===== src/rtl/eth_rst_pkg.sv =====
package eth_rst_pkg;

  typedef enum logic [2:0] {
    ST_PWRUP = 3'd0,
    ST_HOLD  = 3'd1,
    ST_WAKE  = 3'd2,
    ST_LOAD  = 3'd3,
    ST_RUN   = 3'd4,
    ST_SWRST = 3'd5
  } seq_state_t;

  localparam logic [1:0] RA_NETCTL = 2'd0;
  localparam logic [1:0] RA_GPREG  = 2'd1;
  localparam logic [1:0] RA_PHYCTL = 2'd2;

  localparam int NETCTL_RST_BIT = 0;
  localparam int GPREG_PD_BIT   = 0;
  localparam int PHYCTL_PD_BIT  = 11;

  function automatic int us_to_cyc(input int clk_hz, input int us);
    int c;
    c = (clk_hz / 1_000_000) * us;
    return (c < 2) ? 2 : c;
  endfunction

endpackage


===== src/rtl/rst_pin_filter.sv =====
module rst_pin_filter #(
  parameter int MIN_CYC     = 500_000,
  parameter int SYNC_STAGES = 2
) (
  input  logic clk,
  input  logic arst_n,
  input  logic pin_n,
  output logic pin_hi_o,
  output logic qual_o
);
  localparam int CW = $clog2(MIN_CYC + 1);
  localparam logic [CW-1:0] CNT_MAX = CW'(MIN_CYC);
  localparam logic [CW-1:0] CNT_HIT = CW'(MIN_CYC - 1);

  logic [SYNC_STAGES-1:0] sync_q, sync_d;
  logic [CW-1:0]          low_q, low_d;
  logic                   low_en;

  always_comb begin
    sync_d = {sync_q[SYNC_STAGES-2:0], pin_n};
  end

  assign pin_hi_o = sync_q[SYNC_STAGES-1];

  always_comb begin
    low_en = 1'b0;
    low_d  = low_q;
    if (pin_hi_o) begin
      low_en = (low_q != '0);
      low_d  = '0;
    end else if (low_q != CNT_MAX) begin
      low_en = 1'b1;
      low_d  = low_q + 1'b1;
    end
  end

  assign qual_o = !pin_hi_o && (low_q == CNT_HIT);

  always_ff @(posedge clk or negedge arst_n) begin
    if (!arst_n) sync_q <= '0;
    else         sync_q <= sync_d;
  end

  always_ff @(posedge clk or negedge arst_n) begin
    if (!arst_n)     low_q <= '0;
    else if (low_en) low_q <= low_d;
  end

  AST_QUAL_AFTER_LOW: assert property (@(posedge clk) disable iff (!arst_n)
    qual_o |-> $past(!pin_hi_o)) else $error("qualified without a low level");

endmodule


===== src/rtl/rst_seq_fsm.sv =====
module rst_seq_fsm
  import eth_rst_pkg::*;
#(
  parameter int WAKE_CYC = 125,
  parameter int SW_CYC   = 250
) (
  input  logic clk,
  input  logic arst_n,
  input  logic pin_hi_i,
  input  logic qual_i,
  input  logic ld_done_i,
  input  logic soft_req_i,
  output logic hw_rst_o,
  output logic soft_rst_o,
  output logic strap_o,
  output logic ld_start_o,
  output logic ready_o
);
  localparam int TMAX = (WAKE_CYC > SW_CYC) ? WAKE_CYC : SW_CYC;
  localparam int TW   = $clog2(TMAX + 1);
  localparam logic [TW-1:0] WAKE_LAST = TW'(WAKE_CYC - 1);
  localparam logic [TW-1:0] SW_LAST   = TW'(SW_CYC - 1);
  localparam logic [TW-1:0] T_SAT     = TW'(TMAX);

  seq_state_t    st_q, st_d;
  logic [TW-1:0] tmr_q, tmr_d;
  logic          tmr_en;

  always_comb begin
    st_d = st_q;
    unique case (st_q)
      ST_PWRUP: st_d = ST_PWRUP;
      ST_HOLD:  if (pin_hi_i)            st_d = ST_WAKE;
      ST_WAKE:  if (tmr_q == WAKE_LAST)  st_d = ST_LOAD;
      ST_LOAD:  if (ld_done_i)           st_d = ST_RUN;
      ST_RUN:   if (soft_req_i)          st_d = ST_SWRST;
      ST_SWRST: if (tmr_q == SW_LAST)    st_d = ST_RUN;
      default:                           st_d = ST_PWRUP;
    endcase
    if (qual_i) st_d = ST_HOLD;
  end

  always_comb begin
    tmr_en = 1'b0;
    tmr_d  = tmr_q;
    if (st_d != st_q) begin
      tmr_en = 1'b1;
      tmr_d  = '0;
    end else if (tmr_q != T_SAT) begin
      tmr_en = 1'b1;
      tmr_d  = tmr_q + 1'b1;
    end
  end

  always_ff @(posedge clk or negedge arst_n) begin
    if (!arst_n) st_q <= ST_PWRUP;
    else         st_q <= st_d;
  end

  always_ff @(posedge clk or negedge arst_n) begin
    if (!arst_n)     tmr_q <= '0;
    else if (tmr_en) tmr_q <= tmr_d;
  end

  assign hw_rst_o   = (st_q == ST_PWRUP) || (st_q == ST_HOLD);
  assign soft_rst_o = (st_q == ST_SWRST);
  assign strap_o    = (st_q == ST_HOLD) && pin_hi_i;
  assign ld_start_o = (st_q == ST_WAKE) && (tmr_q == WAKE_LAST);
  assign ready_o    = (st_q == ST_RUN);

  AST_HW_ON_QUAL: assert property (@(posedge clk) disable iff (!arst_n)
    qual_i |=> hw_rst_o) else $error("qualified pin reset not applied");
  AST_STRAP_THEN_WAKE: assert property (@(posedge clk) disable iff (!arst_n)
    strap_o |=> (!ready_o && !soft_rst_o)) else $error("strap not followed by wake");
  AST_LDSTART_ONE: assert property (@(posedge clk) disable iff (!arst_n)
    ld_start_o |=> !ld_start_o) else $error("loader start wider than a cycle");
  AST_READY_NEEDS_DONE: assert property (@(posedge clk) disable iff (!arst_n)
    $rose(ready_o) |-> ($past(ld_done_i) || $past(soft_rst_o))) else $error("ready without cause");
  AST_SOFT_FROM_RUN: assert property (@(posedge clk) disable iff (!arst_n)
    $rose(soft_rst_o) |-> ($past(ready_o) && $past(soft_req_i))) else $error("soft reset outside run");

endmodule


===== src/rtl/pd_regs.sv =====
module pd_regs
  import eth_rst_pkg::*;
(
  input  logic       clk,
  input  logic       arst_n,
  input  logic       hw_clr_i,
  input  logic       soft_clr_i,
  input  logic       wr_ok_i,
  input  logic       wr_en_i,
  input  logic [1:0] wr_addr_i,
  input  logic       gp_bit_i,
  input  logic       ph_bit_i,
  output logic       phy_pd_o
);
  logic gp_q, gp_d, ph_q, ph_d;
  logic wr_gp, wr_ph;

  assign wr_gp = wr_ok_i && wr_en_i && (wr_addr_i == RA_GPREG);
  assign wr_ph = wr_ok_i && wr_en_i && (wr_addr_i == RA_PHYCTL);

  always_comb begin
    gp_d = gp_q;
    if (hw_clr_i || soft_clr_i) gp_d = 1'b0;
    else if (wr_gp)             gp_d = gp_bit_i;
  end

  always_comb begin
    ph_d = ph_q;
    if (hw_clr_i)   ph_d = 1'b0;
    else if (wr_ph) ph_d = ph_bit_i;
  end

  always_ff @(posedge clk or negedge arst_n) begin
    if (!arst_n) begin
      gp_q <= 1'b0;
      ph_q <= 1'b0;
    end else begin
      gp_q <= gp_d;
      ph_q <= ph_d;
    end
  end

  assign phy_pd_o = gp_q | ph_q;

  AST_PD_CLR_HW: assert property (@(posedge clk) disable iff (!arst_n)
    hw_clr_i |=> !phy_pd_o) else $error("power-down survived full reset");
  AST_PH_HOLD_NO_WR: assert property (@(posedge clk) disable iff (!arst_n)
    (!wr_ok_i && !hw_clr_i) |=> $stable(ph_q)) else $error("phy bit changed while writes blocked");

endmodule


===== src/rtl/eth_rst_seq.sv =====
module eth_rst_seq
  import eth_rst_pkg::*;
#(
  parameter int CLK_HZ    = 25_000_000,
  parameter int HW_MIN_US = 20_000,
  parameter int WAKE_US   = 5,
  parameter int SW_US     = 10,
  parameter int DATA_W    = 16
) (
  input  logic              clk,
  input  logic              sys_rst_n,
  input  logic              hw_rst_pin_n,
  input  logic              wr_en,
  input  logic [1:0]        wr_addr,
  input  logic [DATA_W-1:0] wr_data,
  input  logic              ld_done,
  output logic              mac_rst,
  output logic              phy_rst,
  output logic              soft_rst,
  output logic              strap_latch,
  output logic              ld_start,
  output logic              ready,
  output logic              rst_bit,
  output logic              phy_pd,
  output logic              txrx_en
);
  localparam int HW_MIN_CYC = us_to_cyc(CLK_HZ, HW_MIN_US);
  localparam int WAKE_CYC   = us_to_cyc(CLK_HZ, WAKE_US);
  localparam int SW_CYC     = us_to_cyc(CLK_HZ, SW_US);

  logic pin_hi, qual, hw_rst, soft_req;
  logic unused_wdata;

  assign unused_wdata = ^wr_data;

  rst_pin_filter #(.MIN_CYC(HW_MIN_CYC), .SYNC_STAGES(2)) u_filt (
    .clk      (clk),
    .arst_n   (sys_rst_n),
    .pin_n    (hw_rst_pin_n),
    .pin_hi_o (pin_hi),
    .qual_o   (qual)
  );

  assign soft_req = ready && wr_en && (wr_addr == RA_NETCTL) && wr_data[NETCTL_RST_BIT];

  rst_seq_fsm #(.WAKE_CYC(WAKE_CYC), .SW_CYC(SW_CYC)) u_fsm (
    .clk        (clk),
    .arst_n     (sys_rst_n),
    .pin_hi_i   (pin_hi),
    .qual_i     (qual),
    .ld_done_i  (ld_done),
    .soft_req_i (soft_req),
    .hw_rst_o   (hw_rst),
    .soft_rst_o (soft_rst),
    .strap_o    (strap_latch),
    .ld_start_o (ld_start),
    .ready_o    (ready)
  );

  pd_regs u_pd (
    .clk        (clk),
    .arst_n     (sys_rst_n),
    .hw_clr_i   (hw_rst),
    .soft_clr_i (soft_rst),
    .wr_ok_i    (ready),
    .wr_en_i    (wr_en),
    .wr_addr_i  (wr_addr),
    .gp_bit_i   (wr_data[GPREG_PD_BIT]),
    .ph_bit_i   (wr_data[PHYCTL_PD_BIT]),
    .phy_pd_o   (phy_pd)
  );

  assign mac_rst = hw_rst;
  assign phy_rst = hw_rst;
  assign rst_bit = soft_rst;
  assign txrx_en = ready && !phy_pd;

  initial begin
    AST_DATA_WIDE: assert (DATA_W > PHYCTL_PD_BIT) else $error("data too narrow");
  end

endmodule


===== config.mk =====
export PLATFORM = sky130hd
export DESIGN_NAME = eth_rst_seq
export DESIGN_NICKNAME = d
export VERILOG_FILES = /design/src/rtl/eth_rst_pkg.sv /design/src/rtl/rst_pin_filter.sv /design/src/rtl/rst_seq_fsm.sv /design/src/rtl/pd_regs.sv /design/src/rtl/eth_rst_seq.sv
export SDC_FILE = /design/constraint.sdc
export NUM_CORES = 1
export LEC_CHECK = 0
export ABC_CLOCK_PERIOD_IN_PS = 2600
export BUFFER_PORTS_ARGS = -buffer_cell sky130_fd_sc_hd__clkbuf_2
export CAP_MARGIN = 20
export CORE_MARGIN = 2
export CORE_UTILIZATION = 30
export DETAILED_ROUTE_END_ITERATION = 12
export GPL_TIMING_DRIVEN = 1
export PLACE_DENSITY_LB_ADDON = 0.12
export SLEW_MARGIN = 20
export SYNTH_ARGS = -nofsm -noshare
export SYNTH_HDL_FRONTEND = slang
export SYNTH_HIERARCHICAL = 1
export SYNTH_SLANG_ARGS = --single-unit

===== constraint.sdc =====
create_clock -name clk -period 2.6 [get_ports clk]
set_clock_uncertainty 0.2 [all_clocks]
set_input_delay 0.26 -clock clk [delete_from_list [all_inputs] [get_ports clk]]
set_output_delay 0.26 -clock clk [all_outputs]
set_load 0.1 [all_outputs]

==> impl.org <==
** Synthesis
- Yosys printed 6 warnings.
- Average footprint of a synthesized cell :: 9.38 um2
- After Yosys synthesis, full adders, half adders and majority gates account for 3.83% of the synthesized area.
- Summing every instance area after synthesis gives 0.00229 mm2.
- Number of distinct library cells after synthesis :: 59
- Main combinational cell family by area after synthesis :: simple AND/OR/NAND/NOR gates
- Fraction of registers with async set/reset :: 100%
- Share of cell area taken by muxes after synthesis :: 1.37%
- Total nets after synthesis :: 274
- Area share of xor/xnor cells in the synthesized design :: 4.21%
- After synthesis, flip-flops and latches occupy 37.2% of the total area.
- Counting flops with a built-in enable in the synthesized netlist gives 0.
- Post-synthesis share of cell area spent on and, or, nand and nor gates :: 27.3%
- FF+latch count, synth :: 34
- Cell count after synthesis :: 244
- Post-synthesis compound-gate area fraction :: 20.2%
- The most used flip-flop cell after synthesis is dfrtp_1.

** Floorplanning
- Initial core utilization :: 31.2%
- Floorplan core area :: 0.00733 mm2
- The floorplan has 31 rows.
- Die X-Extent :: 91.3 um
- Top-level port count :: 32
- Overall die area :: 0.00834 mm2
- Height of the die :: 91.3 um

** Drt
- Post-detailed-route DRC marker count :: 0
- Dividing the detail-routed wire length by the instance count gives 15.1 um.
- Using the TritonRoute via totals, the vias-per-cell ratio works out to 5.24.
- The final route contains 1,970 vias.
- The first routing iteration left 47 violations.
- Antenna Violating Nets Remaining :: 0
- 1st-pass router iterations :: 4
- Total length of routed wires :: 5680 um

** Clock tree
- Clock-pin slew was measured on the worst setup and hold paths at 80 ps.
- Number of H-tree levels :: 2
- Clock buffers created by TritonCTS :: 5
- Clock latency at the later pin of the worst-skew pair :: 300 ps
- The tree built by TritonCTS fans out to 34 sinks.
- Clock tree buffer depth :: 2
- Clock Tree Root :: clkbuf_8
- TritonCTS built the clock tree.

** Critical path
- At the worst endpoint, the arrival time is 1950 ps.
- Kind of launch point of the worst setup path :: flip-flop
- In this run the worst path has a maximum fanout of 13.
- The critical path in this run is classified as flip-flop to primary output.
- Capturing element type of the critical path :: primary output
- Data required time at the worst endpoint :: 2140 ps
- For the worst flop-to-flop path, the logic depth is 7.
- R2R Setup Slk :: 240 ps
- Startpoint of the worst register-to-register path :: u_filt/low_q[1]$_DFFE_PN0P_
- The endpoint identified for the worst register-to-register timing path is u_fsm/tmr_q[4]$_DFFE_PN0P_.

** Global route
- The first global-routing pass estimated 9730 um of wire.
- Total congestion overflow :: 0
- The number of global-route vias before repair is 1,993.
- The number of antenna violations at the first check in global routing is 0.
- Global-route usage over all layers :: 14.5%
- Maximum number of pins on one net before global-route repair :: 35

** Pwr
- Switching Power :: 0.335 mW
- Net switching is 29.4% of the power.
- Summed over all cells, the static leakage comes to 1.11 nW.
- Total power for the finished layout comes to 1.14 mW.
- In this run, the combinational gates consume 15.1% of the power.
- Sequential power share :: 50.4%
- VDD sags by at most 232 uV.
- Power Dens Cells :: 423 mW/mm2
- Internal :: 0.803 mW
- The clock network burns 34.5% of the power.

** Finish
- The post-route netlist has 24.2% of its cells at a drive strength greater than 1.
- Area growth from synthesis to layout :: 17.6%
- The final layout contains 307 nets.
- Final design utilization :: 36.7%
- Antenna diode instance count :: 0

** STA
- Relative max-transition margin :: 39.9%
- Final Hold Slack :: 40.4 ps
- Measured slew at the worst slew-check pin :: 902 ps
- The count of endpoints failing hold in the final timing report is 0.
- Max Clk Rate :: 0.415 GHz
- Number of failing setup endpoints in the final timing report :: 0
- The total count of max-transition violations in the final report was 0.
- Setup repair after global routing left no endpoint under its margin.
- The worst path needs 2410 ps of the cycle, external delays included.
- Dividing the final minimum period by the clock period gives 92.7%.
- Fin Setup TNS :: 0 ps

** Status
- The flow ran to the end, and the final reports show no timing, DRC or antenna violations.

** Placement
- Final weighted congestion of routability-driven global placement :: 0.777
- During placement, the flow inserted port buffers numbering 17.
- Half-perimeter wire length after placement :: 4000 um

** Run
- Max-cap violations in this run came to 0.

** Worst hold path
- Start point of the worst min-delay path :: ld_done
- The worst hold path was traced through 3 stages.
- The worst hold path terminates at u_fsm/st_q[2]$_DFF_PN0_.
- The min-delay analysis places its worst path in the category input port to flip-flop.
how the worst max path moves through the flow:
stage | startpoint | to | slack (ps) | cells past startpoint
CTS | u_fsm/st_q[0]$_DFF_PN0_ | ld_start | 60 | 5
global route | u_filt/low_q[10]$_DFFE_PN0P_ | u_fsm/tmr_q[4]$_DFFE_PN0P_ | 50 | 7
detailed placement | u_filt/low_q[1]$_DFFE_PN0P_ | u_fsm/tmr_q[4]$_DFFE_PN0P_ | 250 | 7
global placement | u_filt/low_q[10]$_DFFE_PN0P_ | u_fsm/tmr_q[0]$_DFFE_PN0P_ | 190 | 7
finish | u_fsm/st_q[0]$_DFF_PN0_ | ld_start | 190 | 5
floorplan | u_filt/low_q[9]$_DFFE_PN0P_ | u_fsm/tmr_q[6]$_DFFE_PN0P_ | -180 | 7
kinds of logic after synthesis:
group,count (synthesis)
adder cells (fa/ha/maj),7
AO/OA/AOI/OAI,57
AND/OR/NAND/NOR,104
flip-flops,34
XOR/XNOR,11
buffers and inverters,28
multiplexers,3
synthesized netlist by cell type, types with 2 or more instances:
cell type	instances	share of area, %
a21o_1	2	0.66
inv_1	15	2.5
nand3_1	12	2.6
o21ai_0	2	0.44
nand4b_1	5	1.9
nor2_1	17	2.8
buf_6	2	0.98
xor2_1	3	1.1
buf_4	3	0.98
xnor2_1	8	3.1
nand2b_1	3	0.82
o21ai_2	8	3.1
nor4_1	9	2.5
o2111ai_1	5	1.9
dfrtp_1	34	37
nor3b_1	3	0.98
nor2b_1	2	0.55
clkbuf_1	6	0.98
a21oi_1	13	2.8
and4_1	2	0.77
o211ai_1	3	0.98
nand2_1	13	2.1
buf_2	2	0.44
nor3_1	11	2.4
o221ai_1	5	1.9
o41ai_1	2	0.77
and3_1	4	1.1
ha_1	7	3.8
a31oi_1	2	0.55
o21a_1	3	0.98
nand4_1	9	2.5
mux2i_1	2	0.87
per-stage QoR:
stage                     instances  instance area [um2]  setup slack (ps)
after floorplan                 244                 2310              -180
after global placement          366                 2580               194
after detailed placement        366                 2580               248
after CTS                       376                 2690              61.7
after global routing            376                 2690              45.4
final                           376                 2690               190
power by group through the flow:
stage          Sequential, mW  Combinational, mW  Clock [mW]
2_1_floorplan           0.579             0.0949           0
3_3_place_gp            0.583              0.165           0
3_5_place_dp            0.583              0.165           0
4_1_cts                 0.573              0.173       0.407
5_1_grt                 0.576              0.190       0.431
6_report                0.574              0.172       0.392
area by class of cell:
class	count	area (um2)
Sequential cell	34	852
Tap cell	99	124
Multi-Input combinational cell	182	1320
Inverter	15	56.3
Clock buffer	7	76.3
Fill cell	767	4640
Timing Repair Buffer	39	260
critical path, cell delays in order, from the launching register on:
cell,delay (ps)
dfrtp_2,520
buf_4,200
and4bb_2,290
nand4_2,230
inv_1,110
buf_4,290
sequential cells by signal, summed over array words and instances, names as in the netlist:
name / flops
u_fsm/st_q: 3
u_filt/low_q: 19
u_pd/ph_q: 1
u_filt/sync_q: 2
u_pd/gp_q: 1
u_fsm/tmr_q: 8
what timing repair did:
item	CTS	global route
endpoints found under the setup margin	0	1
setup buffers	0	0
hold buffers	3	0
hold endpoints to repair	36	0
resized for setup	0	1
cell usage in the layout, fill, tap and decap left out, drive strengths merged, types with 2 or more instances in the layout:
cell	Yosys	routed
a21oi	14	14
nand3	12	12
a31oi	2	2
nor2	17	17
clkbuf	6	23
dlygate4sd3	0	3
o21ai	10	10
o221ai	5	5
dfrtp	34	34
nor3	12	12
o21a	3	3
a21boi	2	2
nand4	10	10
o41ai	2	2
and4	2	2
o211ai	3	3
o2111ai	5	5
inv	15	15
nand2b	3	3
mux2i	2	2
nand2	14	14
nor4b	2	2
xor2	3	3
nand4b	5	5
nor3b	3	3
a21o	2	2
buf	7	20
and3	4	4
xnor2	8	8
nor2b	2	2
or3	2	2
nor4	9	9
ha	7	7
routing by layer:
metal	vias up	routed length [um]	GRT usage [%]
li1	992	-	-
met1	943	2750	18.8
met2	27	2690	23.8
met3	8	154	2.99
met4	0	87	5.30
met5	-	0	0
(Power assumes the default switching activity.)
